## src/rtl/ast_pkg.sv

```systemverilog
package ast_pkg;
  typedef enum logic [1:0] {
    FMT_RJ  = 2'b00,
    FMT_LJ  = 2'b01,
    FMT_I2S = 2'b10,
    FMT_DSP = 2'b11
  } fmt_e;
endpackage

```

## src/rtl/ast_timing.sv

```systemverilog
module ast_timing #(
  parameter int SLOT_W = 32,
  localparam int CW = $clog2(2 * SLOT_W)
) (
  input  logic          clk_i,
  input  logic          rst_ni,
  output logic          phase_o,
  output logic [CW-1:0] slot_o,
  output logic          wrap_o
);
  localparam logic [CW-1:0] LAST = CW'(2 * SLOT_W - 1);

  always_ff @(posedge clk_i or negedge rst_ni) begin
    if (!rst_ni) begin
      phase_o <= 1'b0;
      slot_o  <= '0;
    end else begin
      phase_o <= ~phase_o;
      if (phase_o) slot_o <= (slot_o == LAST) ? '0 : slot_o + 1'b1;
    end
  end

  assign wrap_o = phase_o && (slot_o == LAST);

  a_r1_wrap_to_zero: assert property (@(posedge clk_i) disable iff (!rst_ni)
    wrap_o |=> (slot_o == '0) && !phase_o);
  a_r1_slot_holds_high: assert property (@(posedge clk_i) disable iff (!rst_ni)
    !phase_o |=> $stable(slot_o));
endmodule

```

## src/rtl/ast_framer.sv

```systemverilog
module ast_framer
  import ast_pkg::*;
#(
  parameter int DATA_W = 24,
  parameter int SLOT_W = 32,
  localparam int CW = $clog2(2 * SLOT_W)
) (
  input  fmt_e              fmt_i,
  input  logic              pol_i,
  input  logic [CW-1:0]     slot_i,
  input  logic [DATA_W-1:0] left_i,
  input  logic [DATA_W-1:0] right_i,
  output logic              lr_o,
  output logic              sd_o
);
  int b, p, t, amt;
  logic half;
  logic [DATA_W-1:0] word, shifted;

  always_comb begin
    b    = int'(slot_i);
    half = (b >= SLOT_W);
    p    = half ? b - SLOT_W : b;
    word = half ? right_i : left_i;
    amt  = -1;
    t    = 0;
    lr_o = 1'b0;
    unique case (fmt_i)
      FMT_RJ: begin
        lr_o = ~half ^ pol_i;
        if (p >= SLOT_W - DATA_W) amt = SLOT_W - 1 - p;
      end
      FMT_LJ: begin
        lr_o = ~half ^ pol_i;
        if (p < DATA_W) amt = DATA_W - 1 - p;
      end
      FMT_I2S: begin
        lr_o = half ^ pol_i;
        if (p >= 1 && p <= DATA_W) amt = DATA_W - p;
      end
      FMT_DSP: begin
        lr_o = (b == 0);
        t    = pol_i ? b : b - 1;  // late starts on the pulse
        if (t >= 0 && t < DATA_W) begin
          word = left_i;
          amt  = DATA_W - 1 - t;
        end else if (t >= DATA_W && t < 2 * DATA_W) begin
          word = right_i;
          amt  = 2 * DATA_W - 1 - t;
        end
      end
      default: ;
    endcase
    shifted = word >> ((amt < 0) ? 0 : amt);
    sd_o    = (amt >= 0) && shifted[0];
  end
endmodule

```

## src/rtl/audio_ser_tx.sv

```systemverilog
module audio_ser_tx
  import ast_pkg::*;
#(
  parameter int DATA_W = 24,
  parameter int SLOT_W = 32  // needs 2*SLOT_W > 2*DATA_W
) (
  input  logic              clk_i,
  input  logic              rst_ni,
  input  logic [1:0]        fmt_i,
  input  logic              pol_i,
  input  logic              valid_i,
  input  logic [DATA_W-1:0] left_i,
  input  logic [DATA_W-1:0] right_i,
  output logic              ready_o,
  output logic              bclk_o,
  output logic              lrclk_o,
  output logic              sdata_o
);
  localparam int CW = $clog2(2 * SLOT_W);

  logic          phase, wrap;
  logic [CW-1:0] slot;
  fmt_e          act_fmt;
  logic          act_pol;
  logic          pend_v;
  logic [DATA_W-1:0] pend_l, pend_r, cur_l, cur_r;
  logic          lr, sd;

  ast_timing #(.SLOT_W(SLOT_W)) u_timing (
    .clk_i  (clk_i),
    .rst_ni (rst_ni),
    .phase_o(phase),
    .slot_o (slot),
    .wrap_o (wrap)
  );

  assign ready_o = ~pend_v;

  always_ff @(posedge clk_i or negedge rst_ni) begin
    if (!rst_ni) begin
      act_fmt <= FMT_I2S;
      act_pol <= 1'b0;
      pend_v  <= 1'b0;
      pend_l  <= '0;
      pend_r  <= '0;
      cur_l   <= '0;
      cur_r   <= '0;
    end else begin
      if (wrap) begin
        act_fmt <= fmt_e'(fmt_i);
        act_pol <= pol_i;
        cur_l   <= pend_v ? pend_l : '0;
        cur_r   <= pend_v ? pend_r : '0;
      end
      if (valid_i && ready_o) begin
        pend_v <= 1'b1;
        pend_l <= left_i;
        pend_r <= right_i;
      end else if (wrap) begin
        pend_v <= 1'b0;
      end
    end
  end

  ast_framer #(.DATA_W(DATA_W), .SLOT_W(SLOT_W)) u_framer (
    .fmt_i  (act_fmt),
    .pol_i  (act_pol),
    .slot_i (slot),
    .left_i (cur_l),
    .right_i(cur_r),
    .lr_o   (lr),
    .sd_o   (sd)
  );

  assign bclk_o  = phase;
  assign lrclk_o = lr;
  assign sdata_o = sd;

  a_r1_bclk_toggles: assert property (@(posedge clk_i) disable iff (!rst_ni)
    1'b1 |=> (bclk_o != $past(bclk_o)));
  a_r1_lines_move_on_fall: assert property (@(posedge clk_i) disable iff (!rst_ni)
    !bclk_o |=> $stable(lrclk_o) && $stable(sdata_o));
  a_r9_cfg_frame_stable: assert property (@(posedge clk_i) disable iff (!rst_ni)
    !wrap |=> $stable(act_fmt) && $stable(act_pol));
  a_r10_accept_blocks: assert property (@(posedge clk_i) disable iff (!rst_ni)
    (valid_i && ready_o) |=> !ready_o);
  a_r7_sync_single_slot: assert property (@(posedge clk_i) disable iff (!rst_ni)
    (act_fmt == FMT_DSP && slot != '0) |-> !lrclk_o);
endmodule

```

## config.mk

```make
export PLATFORM = sky130hd
export DESIGN_NAME = audio_ser_tx
export DESIGN_NICKNAME = d
export VERILOG_FILES = /design/src/rtl/ast_pkg.sv /design/src/rtl/ast_timing.sv /design/src/rtl/ast_framer.sv /design/src/rtl/audio_ser_tx.sv
export SDC_FILE = /design/constraint.sdc
export NUM_CORES = 1
export LEC_CHECK = 0
export BUFFER_PORTS_ARGS = -buffer_cell sky130_fd_sc_hd__buf_2
export CAP_MARGIN = 30
export CORE_MARGIN = 4
export CORE_UTILIZATION = 45
export CTS_CLUSTER_DIAMETER = 150
export DETAILED_ROUTE_END_ITERATION = 7
export GPL_TIMING_DRIVEN = 0
export HOLD_SLACK_MARGIN = 0.03
export PLACE_DENSITY = 0.66
export SYNTH_ARGS = -nofsm -noshare
export SYNTH_HDL_FRONTEND = slang
export SYNTH_SLANG_ARGS = --single-unit
```

## constraint.sdc

```tcl
create_clock -name clk_i -period 5.65 [get_ports clk_i]
set_clock_uncertainty 0.05 [all_clocks]
set_input_delay 1.13 -clock clk_i [delete_from_list [all_inputs] [get_ports clk_i]]
set_output_delay 1.13 -clock clk_i [all_outputs]
set_load 0.005 [all_outputs]
```

==> results of run 1 <==
==> report_power, final <==
part	internal, mW	switching, mW	total [mW]
Clock	0.366	0.300	0.666
Combinational	0.187	0.155	0.342
Sequential	0.901	0.0761	0.977
Total	1.45	0.531	1.98
==> sequential cells by signal, summed over array words and instances (netlist names), 2 cells and up <==
name	cells
cur_l	24
cur_r	24
pend_l	24
pend_r	24
u_timing.slot_o	6
act_fmt	2
==> critical path, cell delays in order (launching register included) <==
cell,delay (ns)
dfrtp_2,0.46
clkbuf_4,0.23
nor4b_4,0.34
xnor2_2,0.17
inv_1,0.16
ha_1,0.18
a21oi_2,0.05
or2_2,0.29
ha_1,0.19
or4bb_1,0.51
nor4_2,0.19
o21ai_1,0.12
o21a_1,0.20
or4_4,0.45
a311o_1,0.28
a31oi_1,0.15
a211o_1,0.16
buf_2,0.12
==> layout make-up <==
class                           instances  area (um2)  area share
Timing Repair Buffer                   78         485      0.0638
Clock inverter                          6        78.8      0.0104
Tap cell                              176         220      0.0289
Inverter                               22        88.8      0.0117
Sequential cell                       107        2680       0.353
Multi-Input combinational cell        491        3630       0.477
Clock buffer                           10         239      0.0314
Buffer                                 38         185      0.0243
==> path summary, 6_finish.rpt <==
kind                                     from    endpoint  slack [ns]  cells past startpoint
hold / removal                      cur_l[19]   cur_l[19]        0.43                      2
max in group asynchronous              rst_ni   pend_l[5]        4.11                      2
setup / recovery           u_timing.slot_o[2]     sdata_o       -0.16                     17
min in group asynchronous              rst_ni  pend_r[23]        0.73                      1
setup reg to reg           u_timing.slot_o[3]  act_fmt[0]        3.14                      7
hold reg to reg                     cur_l[19]   cur_l[19]        0.43                      2
==> cells in the mapped netlist (4+ instances only) <==
| cell | n | share of area |
|---|---|---|
| a21oi_1 | 21 | 0.017 |
| nor4_1 | 7 | 0.0070 |
| mux2_2 | 55 | 0.098 |
| nand4_1 | 7 | 0.0070 |
| nand2_1 | 122 | 0.073 |
| xnor2_1 | 8 | 0.011 |
| nand3_1 | 7 | 0.0056 |
| dfrtp_1 | 106 | 0.42 |
| a31oi_1 | 4 | 0.0040 |
| o21ai_0 | 60 | 0.048 |
| nor3_1 | 8 | 0.0064 |
| o22ai_1 | 5 | 0.0050 |
| ha_1 | 41 | 0.081 |
| inv_1 | 21 | 0.013 |
| nand2b_1 | 6 | 0.0060 |
| buf_2 | 6 | 0.0048 |
| mux2i_1 | 16 | 0.025 |
| and2_1 | 4 | 0.0040 |
| mux4_2 | 5 | 0.018 |
| nor2_1 | 16 | 0.0095 |
| or3_1 | 7 | 0.0070 |
| nor2b_1 | 5 | 0.0050 |
| clkbuf_1 | 30 | 0.018 |
==> cell usage in the layout (no fill, tap or decap), drive strengths merged, types with 11 or more instances in the layout <==
master / count
mux2i: 16
inv: 25
buf: 86
dfrtp: 106
nand2: 122
nor3: 11
ha: 41
conb: 21
mux2: 55
nor2: 17
o21ai: 61
a21oi: 21
clkbuf: 40
==> cells by family (layout without fill, tap and decap cells) <==
kind of cell    after synthesis  in the layout  synth area share
flops                       107            107             0.425
fa+ha+maj                    41             41            0.0815
other cells                   1             21          0.000595
simple gates                217            217             0.172
compound gates              126            126             0.123
mux                          76             76             0.142
buf+inv                      60            154            0.0370
xor+xnor                     10             10            0.0185
==> repair_timing <==
item,4_1_cts,5_1_grt
gates resized for setup,51,6
setup endpoints to repair,1,1
pin swaps,12,4
buffers inserted,17,3
gates cloned,0,0
hold buffers,0,0
==> per-layer routing <==
metal	GRT usage	part of all wire	vias to the layer above
met1	0.254	0.41	2552
li1	-	-	2462
met4	0.107	0.040	0
met3	0.0286	0.043	42
met5	0	0	-
met2	0.353	0.50	147
==> out/summary.txt, run 1 <==
outcome: finished, violations left
failing checks: setup timing
post-layout instance area: 7610 um2
leak pwr: 3.49 nW
Slew @ Worst Pin: 0.605 ns
Yosys cell types: 64
overall power: 1.98 mW
routability cong.: 0.940
dpl ws: -0.626 ns
max cap viols: 0
TNS Setup: -0.159 ns
number of flops mapped to enable cells by yosys: 0
CP Launch Type: flip-flop
# clock sinks: 107
clk buf depth: 2
final period utilization: 1.03
first-pass GRT wire length: 26.6 mm
endpoints failing setup: 1
Syn Area/Cell: 9.87 um2
kind of critical path: flip-flop to output port
power density cells: 261 nW/um2
DRC Markers: 0
final WL: 16.0 mm
drt initial violations: 418
cts bufs inserted: 9
CTS tree: yes
worst hold slack: 0.431 ns
final worst slack: -0.159 ns
Tmin final: 5.81 ns
die width: 126 um
Die H: 126 um
sequential element share of the synthesized area: 0.425
ys flop type: dfrtp_1
htree depth: 3
DP HPWL: 11.8 mm
Wirelength per Cell: 17.3 um
GRT Residual Overflow: 0
largest net degree at the start of global routing: 64
Port Buf Inserts: 57
Slew HR: 0.597
initial antenna violation count: 0
Async SR Flop Fraction: 1.00
vias in the first global route: 5459
layout cells sized above 1: 0.274
Worst-path clk slew: 0.07 ns
Via density: 5.61
placed instance count: 892
Ports: 58
clk_lat worst skew: 0.35 ns
RSZ-0062 raised after global routing: true
Hold Fails Final Rpt: 0
Post-Syn Instances: 638
core area: 13500 um2
FP Rows: 42
worst endpoint data arrival time: 4.63 ns
register bit total from synthesis: 107
DP Area: 6910 um2
worst-path maximum fanout: 10
router iterations before antenna repair: 5
WP data required: 4.47 ns
Finished Core Util: 0.566
area grow syn2layout: 20.9%
Global Route Usage Sum: 0.206
f_max: 172 MHz
Mapped Area: 6300 um2
Layout Cells excl Fill: 928
Worst IR Drop VDD: 196 uV
yosys warns: 0
Worst Hold Class: flip-flop to flip-flop
post-route ant nets: 0
Root Buffer: clkbuf_16
Final #Nets: 842
DR vias: 5203
fillers: 1227
fin. max-slew vios: 0
initial core utilization: 0.468
crit end category: output port
n_diodes: 0
DIE AREA: 16000 um2
(Power assumes the default switching activity.)
==> run 2: changes to the inputs <==
--- a/config.mk
+++ b/config.mk
@@ -7,13 +7,16 @@
 export LEC_CHECK = 0
 export BUFFER_PORTS_ARGS = -buffer_cell sky130_fd_sc_hd__buf_2
 export CAP_MARGIN = 30
+export CELL_PAD_IN_SITES_DETAIL_PLACEMENT = 1
+export CELL_PAD_IN_SITES_GLOBAL_PLACEMENT = 2
 export CORE_MARGIN = 4
-export CORE_UTILIZATION = 45
+export CORE_UTILIZATION = 35
 export CTS_CLUSTER_DIAMETER = 150
 export DETAILED_ROUTE_END_ITERATION = 7
 export GPL_TIMING_DRIVEN = 0
 export HOLD_SLACK_MARGIN = 0.03
-export PLACE_DENSITY = 0.66
+export PLACE_DENSITY_LB_ADDON = 0.1
+export RECOVER_POWER = 100
 export SYNTH_ARGS = -nofsm -noshare
 export SYNTH_HDL_FRONTEND = slang
 export SYNTH_SLANG_ARGS = --single-unit
==> out/summary.txt, run 2 (synthesized netlist as in run 1, its figures left out) <==
outcome: finished, violations left
failing checks: capacitance limit, slew limit, setup timing
cts bufs inserted: 9
Slew HR: -1.05
die width: 142 um
placed instance count: 941
Via density: 5.17
Worst IR Drop VDD: 154 uV
DP Area: 6970 um2
Crit-path slowest cell: or4_4
Slew @ Worst Pin: 3.07 ns
first-pass GRT wire length: 29.8 mm
Global Route Usage Sum: 0.187
Finished Core Util: 0.442
Worst-path clk slew: 0.08 ns
final WL: 18.1 mm
DP HPWL: 13.7 mm
routability cong.: 0.854
initial core utilization: 0.360
final period utilization: 1.02
max cap viols: 1
FP Rows: 48
Sw Pwr: 0.535 mW
sequential share of power: 0.506
Layout Cells excl Fill: 986
vias in the first global route: 5648
n_diodes: 0
power density cells: 250 nW/um2
largest net degree at the start of global routing: 59
CP Launch Type: flip-flop
Port Buf Inserts: 57
Int Power: 1.40 mW
clk buf depth: 2
Root Buffer: clkbuf_16
WP data required: 4.47 ns
Final #Nets: 851
Worst Hold Class: flip-flop to flip-flop
CP bufs+invs: 2
Crit path largest cell delay: 0.60 ns
htree depth: 3
dpl ws: -0.865 ns
DRC Markers: 0
Wirelength per Cell: 18.4 um
RSZ-0062 raised after global routing: true
Hold Fails Final Rpt: 0
leak pwr: 3.50 nW
Ports: 58
Die H: 142 um
worst-path maximum fanout: 6
drt initial violations: 184
clk_lat worst skew: 0.35 ns
fin. max-slew vios: 59
most common cell after layout, fill and taps aside: nand2_1
area grow syn2layout: 22.8%
post-layout instance area: 7730 um2
Tmin final: 5.76 ns
TNS Setup: -0.114 ns
layout cells sized above 1: 0.290
router iterations before antenna repair: 4
crit end category: output port
most frequent cells in the layout: nand2_1, dfrtp_1, o21ai_0, buf_2, mux2_2
kind of critical path: flip-flop to output port
overall power: 1.93 mW
worst hold slack: 0.429 ns
DIE AREA: 20200 um2
initial antenna violation count: 0
most used cell, CP: or4_4
worst endpoint data arrival time: 4.58 ns
GRT Residual Overflow: 0
Net Sw Frac: 0.277
Comb power frac: 0.179
worst path cell trace: or4_4 -> nor3_4 -> nor2_4 -> ha_2 -> buf_4 -> nor2b_2 -> mux2i_4 -> nand3_4 -> or4_1 -> o31a_1 -> o21a_1 -> or4_4 -> a311o_1 -> a31oi_1 -> a211o_1 -> buf_2
critical path's top delay family: simple AND/OR/NAND/NOR gates
post-route ant nets: 0
# clock sinks: 107
f_max: 173 MHz
CTS tree: yes
endpoints failing setup: 1
Clk pwr share: 0.315
final worst slack: -0.114 ns
DR vias: 5097
core area: 17500 um2
run 2: changes by cell type in the layout (fill, tap and decap cells not counted), sizes merged:
cell and delta:
bufinv -1, buf +4, clkinvlp +1, clkbuf +5
run 2: final cells by class:
class	instances	area (um2)
Timing Repair Buffer	87	512
Fill cell	2009	9750
Tap cell	225	282
Inverter	22	93.8
Clock buffer	10	229
Buffer	38	195
Multi-Input combinational cell	491	3680
Clock inverter	6	53.8
Sequential cell	107	2680
run 2: worst register-to-register path, delay by kind of cell (launching register included):
kind,cells,cell delay (ns)
and+or+nand+nor,3,0.91
buffers and inverters,3,0.86
muxes,1,0.41
DFF,1,0.40
run 2: power groups by stage:
stage	combinational, mW	clock (mW)	sequential, mW
after floorplan	0.245	0	0.962
after global placement	0.326	0	0.989
after detailed placement	0.339	0	0.996
after CTS	0.352	0.632	0.981
after global routing	0.392	0.664	0.998
final	0.345	0.609	0.977
run 2: worst paths after layout:
check                                    to  cells past startpoint               start  slack (ns)
hold reg to reg                   cur_r[15]                      2           cur_r[15]        0.43
max in group asynchronous         pend_r[6]                      2              rst_ni        1.29
hold / removal                    cur_r[15]                      2           cur_r[15]        0.43
min in group asynchronous  u_timing.phase_o                      1              rst_ni        1.72
setup / recovery                    sdata_o                     16  u_timing.slot_o[2]       -0.11
setup reg to reg                 act_fmt[0]                      7  u_timing.slot_o[3]        2.91
run 2: routing by layer:
metal  GRT usage  share of wire  up-vias
li1            -              -     2475
met1       0.226           0.42     2521
met2       0.342           0.54       75
met3      0.0245          0.024       26
met4      0.0621          0.025        0
met5           0              0        -
run 2: timing repair:
| action | 4_1_cts | 5_1_grt |
|---|---|---|
| cloned | 0 | 0 |
| pin swaps | 14 | 7 |
| endpoints found under the setup margin | 1 | 1 |
| setup buffers | 27 | 2 |
| hold buffers | 0 | 0 |
| resized for setup | 65 | 10 |
==> run 3: changes to the inputs <==
--- a/config.mk
+++ b/config.mk
@@ -5,18 +5,19 @@
 export SDC_FILE = /design/constraint.sdc
 export NUM_CORES = 1
 export LEC_CHECK = 0
+export ABC_AREA = 1
 export BUFFER_PORTS_ARGS = -buffer_cell sky130_fd_sc_hd__buf_2
 export CAP_MARGIN = 30
 export CELL_PAD_IN_SITES_DETAIL_PLACEMENT = 1
 export CELL_PAD_IN_SITES_GLOBAL_PLACEMENT = 2
 export CORE_MARGIN = 4
-export CORE_UTILIZATION = 35
+export CORE_UTILIZATION = 33
 export CTS_CLUSTER_DIAMETER = 150
 export DETAILED_ROUTE_END_ITERATION = 7
 export GPL_TIMING_DRIVEN = 0
 export HOLD_SLACK_MARGIN = 0.03
 export PLACE_DENSITY_LB_ADDON = 0.1
-export RECOVER_POWER = 100
+export SLEW_MARGIN = 20
 export SYNTH_ARGS = -nofsm -noshare
 export SYNTH_HDL_FRONTEND = slang
 export SYNTH_SLANG_ARGS = --single-unit
==> out/summary.txt, run 3 <==
FP Rows: 51
largest net degree at the start of global routing: 66
post-route ant nets: 0
post-synth top area cell: dfrtp_1
reg2reg setup slack: 2.69 ns
htree depth: 3
Worst-path clk slew: 0.08 ns
Crit path largest cell delay: 0.48 ns
Root Buffer: clkbuf_16
DP HPWL: 16.2 mm
yosys warns: 0
fin. max-slew vios: 0
max cap viols: 0
Post-Synth XOR/XNOR Area: 0.00653
router iterations before antenna repair: 4
Slew HR: 0.483
Synth area leaders: dfrtp_1, nand2_1, mux2_2, ha_1, nand3_1
Critical Path Start: u_timing.slot_o[1]
endpoints failing setup: 0
drt initial violations: 231
hold buffers post-CTS: 0
clk_lat worst skew: 0.36 ns
Via density: 5.01
routability cong.: 0.869
initial antenna violation count: 0
Hold EP: cur_r[5]
Post-Syn Instances: 816
simple-gate area share of the yosys netlist: 0.241
outcome: completed
vias in the first global route: 6460
min-delay src: pend_r[5]
first-pass GRT wire length: 34.6 mm
cts bufs inserted: 9
Crit-path slowest cell: dfrtp_1
RSZ-0062 raised after global routing: false
register bit total from synthesis: 107
Die H: 151 um
reg-to-reg critical path endpoint: pend_v
DIE AREA: 22700 um2
area share of the largest cell type after synthesis: 0.396
Worst Hold Class: flip-flop to flip-flop
worst-path maximum fanout: 10
most frequent cell after synthesis: nand2_1
Slew @ Worst Pin: 0.775 ns
worst hold slack: 0.456 ns
Hold Fails Final Rpt: 0
Finished Core Util: 0.394
most frequent cells in the layout: nand2_1, dfrtp_1, nand3_1, o21ai_0, inv_1
most common cell after layout, fill and taps aside: nand2_1
clk buf depth: 2
DR vias: 5886
initial core utilization: 0.340
Syn Area/Cell: 8.22 um2
critical path's top delay family: simple AND/OR/NAND/NOR gates
Worst IR Drop VDD: 159 uV
ys flop type: dfrtp_1
sequential element share of the synthesized area: 0.399
WP data required: 4.47 ns
layout cells sized above 1: 0.195
final period utilization: 0.927
Global Route Usage Sum: 0.194
CP bufs+invs: 5
CP Launch Type: flip-flop
n_diodes: 0
Critical R2R Launch: u_timing.slot_o[5]
crit end category: output port
Async SR Flop Fraction: 1.00
Mapped Area: 6710 um2
worst path cell trace: inv_2 -> ha_2 -> inv_1 -> nor2_1 -> nand2_1 -> xor2_4 -> ha_1 -> ha_1 -> inv_1 -> nand2_8 -> nand2_4 -> nand2_2 -> inv_1 -> o21ai_0 -> nand2_1 -> nand3_1 -> nand3_1 -> nand3_1 -> nand2_1 -> nand2_1 -> a21oi_2 -> buf_2
worst endpoint data arrival time: 4.06 ns
f_max: 191 MHz
leak pwr: 3.99 nW
number of flops mapped to enable cells by yosys: 0
TNS Setup: 0 ns
complex-gate fraction of the synthesized area: 0.117
overall power: 1.49 mW
most used cell, CP: nand2_1
kind of critical path: flip-flop to output port
Ports: 58
mux contribution to synthesized area: 0.0806
Synth Area in Adders: 0.0765
die width: 151 um
postcts setup bufs: 0
Port Buf Inserts: 57
R2R cell count: 7
# clock sinks: 107
cell depth of the worst hold path: 2
Post-synth top cells: nand2_1, dfrtp_1, nand3_1
Yosys cell types: 49
final WL: 20.7 mm
Final #Nets: 1000
CTS tree: yes
DRC Markers: 0
power density cells: 192 nW/um2
area grow syn2layout: 15.8%
Wirelength per Cell: 17.6 um
GRT Residual Overflow: 0
core area: 19700 um2
largest family of logic cells by synthesized area: simple AND/OR/NAND/NOR gates
Tmin final: 5.24 ns
[run 3: cell count changes in the layout (fill, tap and decap cells not counted), sizes merged, moves of 12 or more]
cell / previous run / this run
nand3: 8 / 102
mux2i: 16 / 0
a21oi: 21 / 8
nor2: 17 / 34
inv: 25 / 87
nand2: 122 / 200
o21ai: 61 / 88
o22ai: 5 / 17
buf: 90 / 74
[run 3: worst max path at each step]
stage	endpoint	slack (ns)	depth (start not counted)
2_1_floorplan	sdata_o	1.41	21
3_3_place_gp	sdata_o	0.44	20
3_5_place_dp	sdata_o	0.34	22
4_1_cts	sdata_o	0.14	22
5_1_grt	sdata_o	0.03	22
6_report	sdata_o	0.41	22
[run 3: where the power goes]
group	switching (mW)	internal (mW)	total, mW
sequential	0	0.765	0.765
clock	0.323	0.354	0.676
combinational	0.0275	0.0198	0.0473
total	0.350	1.14	1.49
[run 3: layout make-up]
type	instances	area, um2
plain buffers	41	201
clock buffers	9	225
clock inverters	7	82.6
fillers	2384	12000
inverters	84	328
multi-input cells	604	3600
flip-flops and latches	107	2680
well taps	265	332
repair buffers	58	319
[run 3: worst min-delay path: cells and delay by family (launching register included)]
| family | cells | cell delay, ns |
|---|---|---|
| DFF | 1 | 0.35 |
| and+or+nand+nor | 2 | 0.13 |
[run 3: kinds of logic after synthesis]
family                     count (synthesis)
AOI/OAI and AO/OA                        137
xor gates and xnor gates                   5
adders and majority gates                 41
buffers and inverters                    125
DFF                                      107
muxes                                     48
other                                      1
and+or+nand+nor                          352
[run 3: routing by layer]
metal  vias to the layer above  wire, um  global-route usage  share of wire
li1                       2889         -                   -              -
met5                         -         0                   0              0
met3                        18       530              0.0235          0.026
met4                         0       345              0.0508          0.017
met1                      2896      9890               0.265           0.48
met2                        83      9890               0.328           0.48
[run 3: through the flow]
stage,setup WS [ns],cell area [um2],std cells
3_3_place_gp,0.441,7400,1158
4_1_cts,0.135,7750,1175
2_1_floorplan,1.41,6780,836
6_report,0.413,7760,1175
3_5_place_dp,0.345,7430,1159
5_1_grt,0.0289,7760,1175
[run 3: timing repair]
item	in CTS	in global routing
endpoints found under the setup margin	1	1
pin swaps	0	1
resized for setup	1	5
hold endpoints to repair	0	0
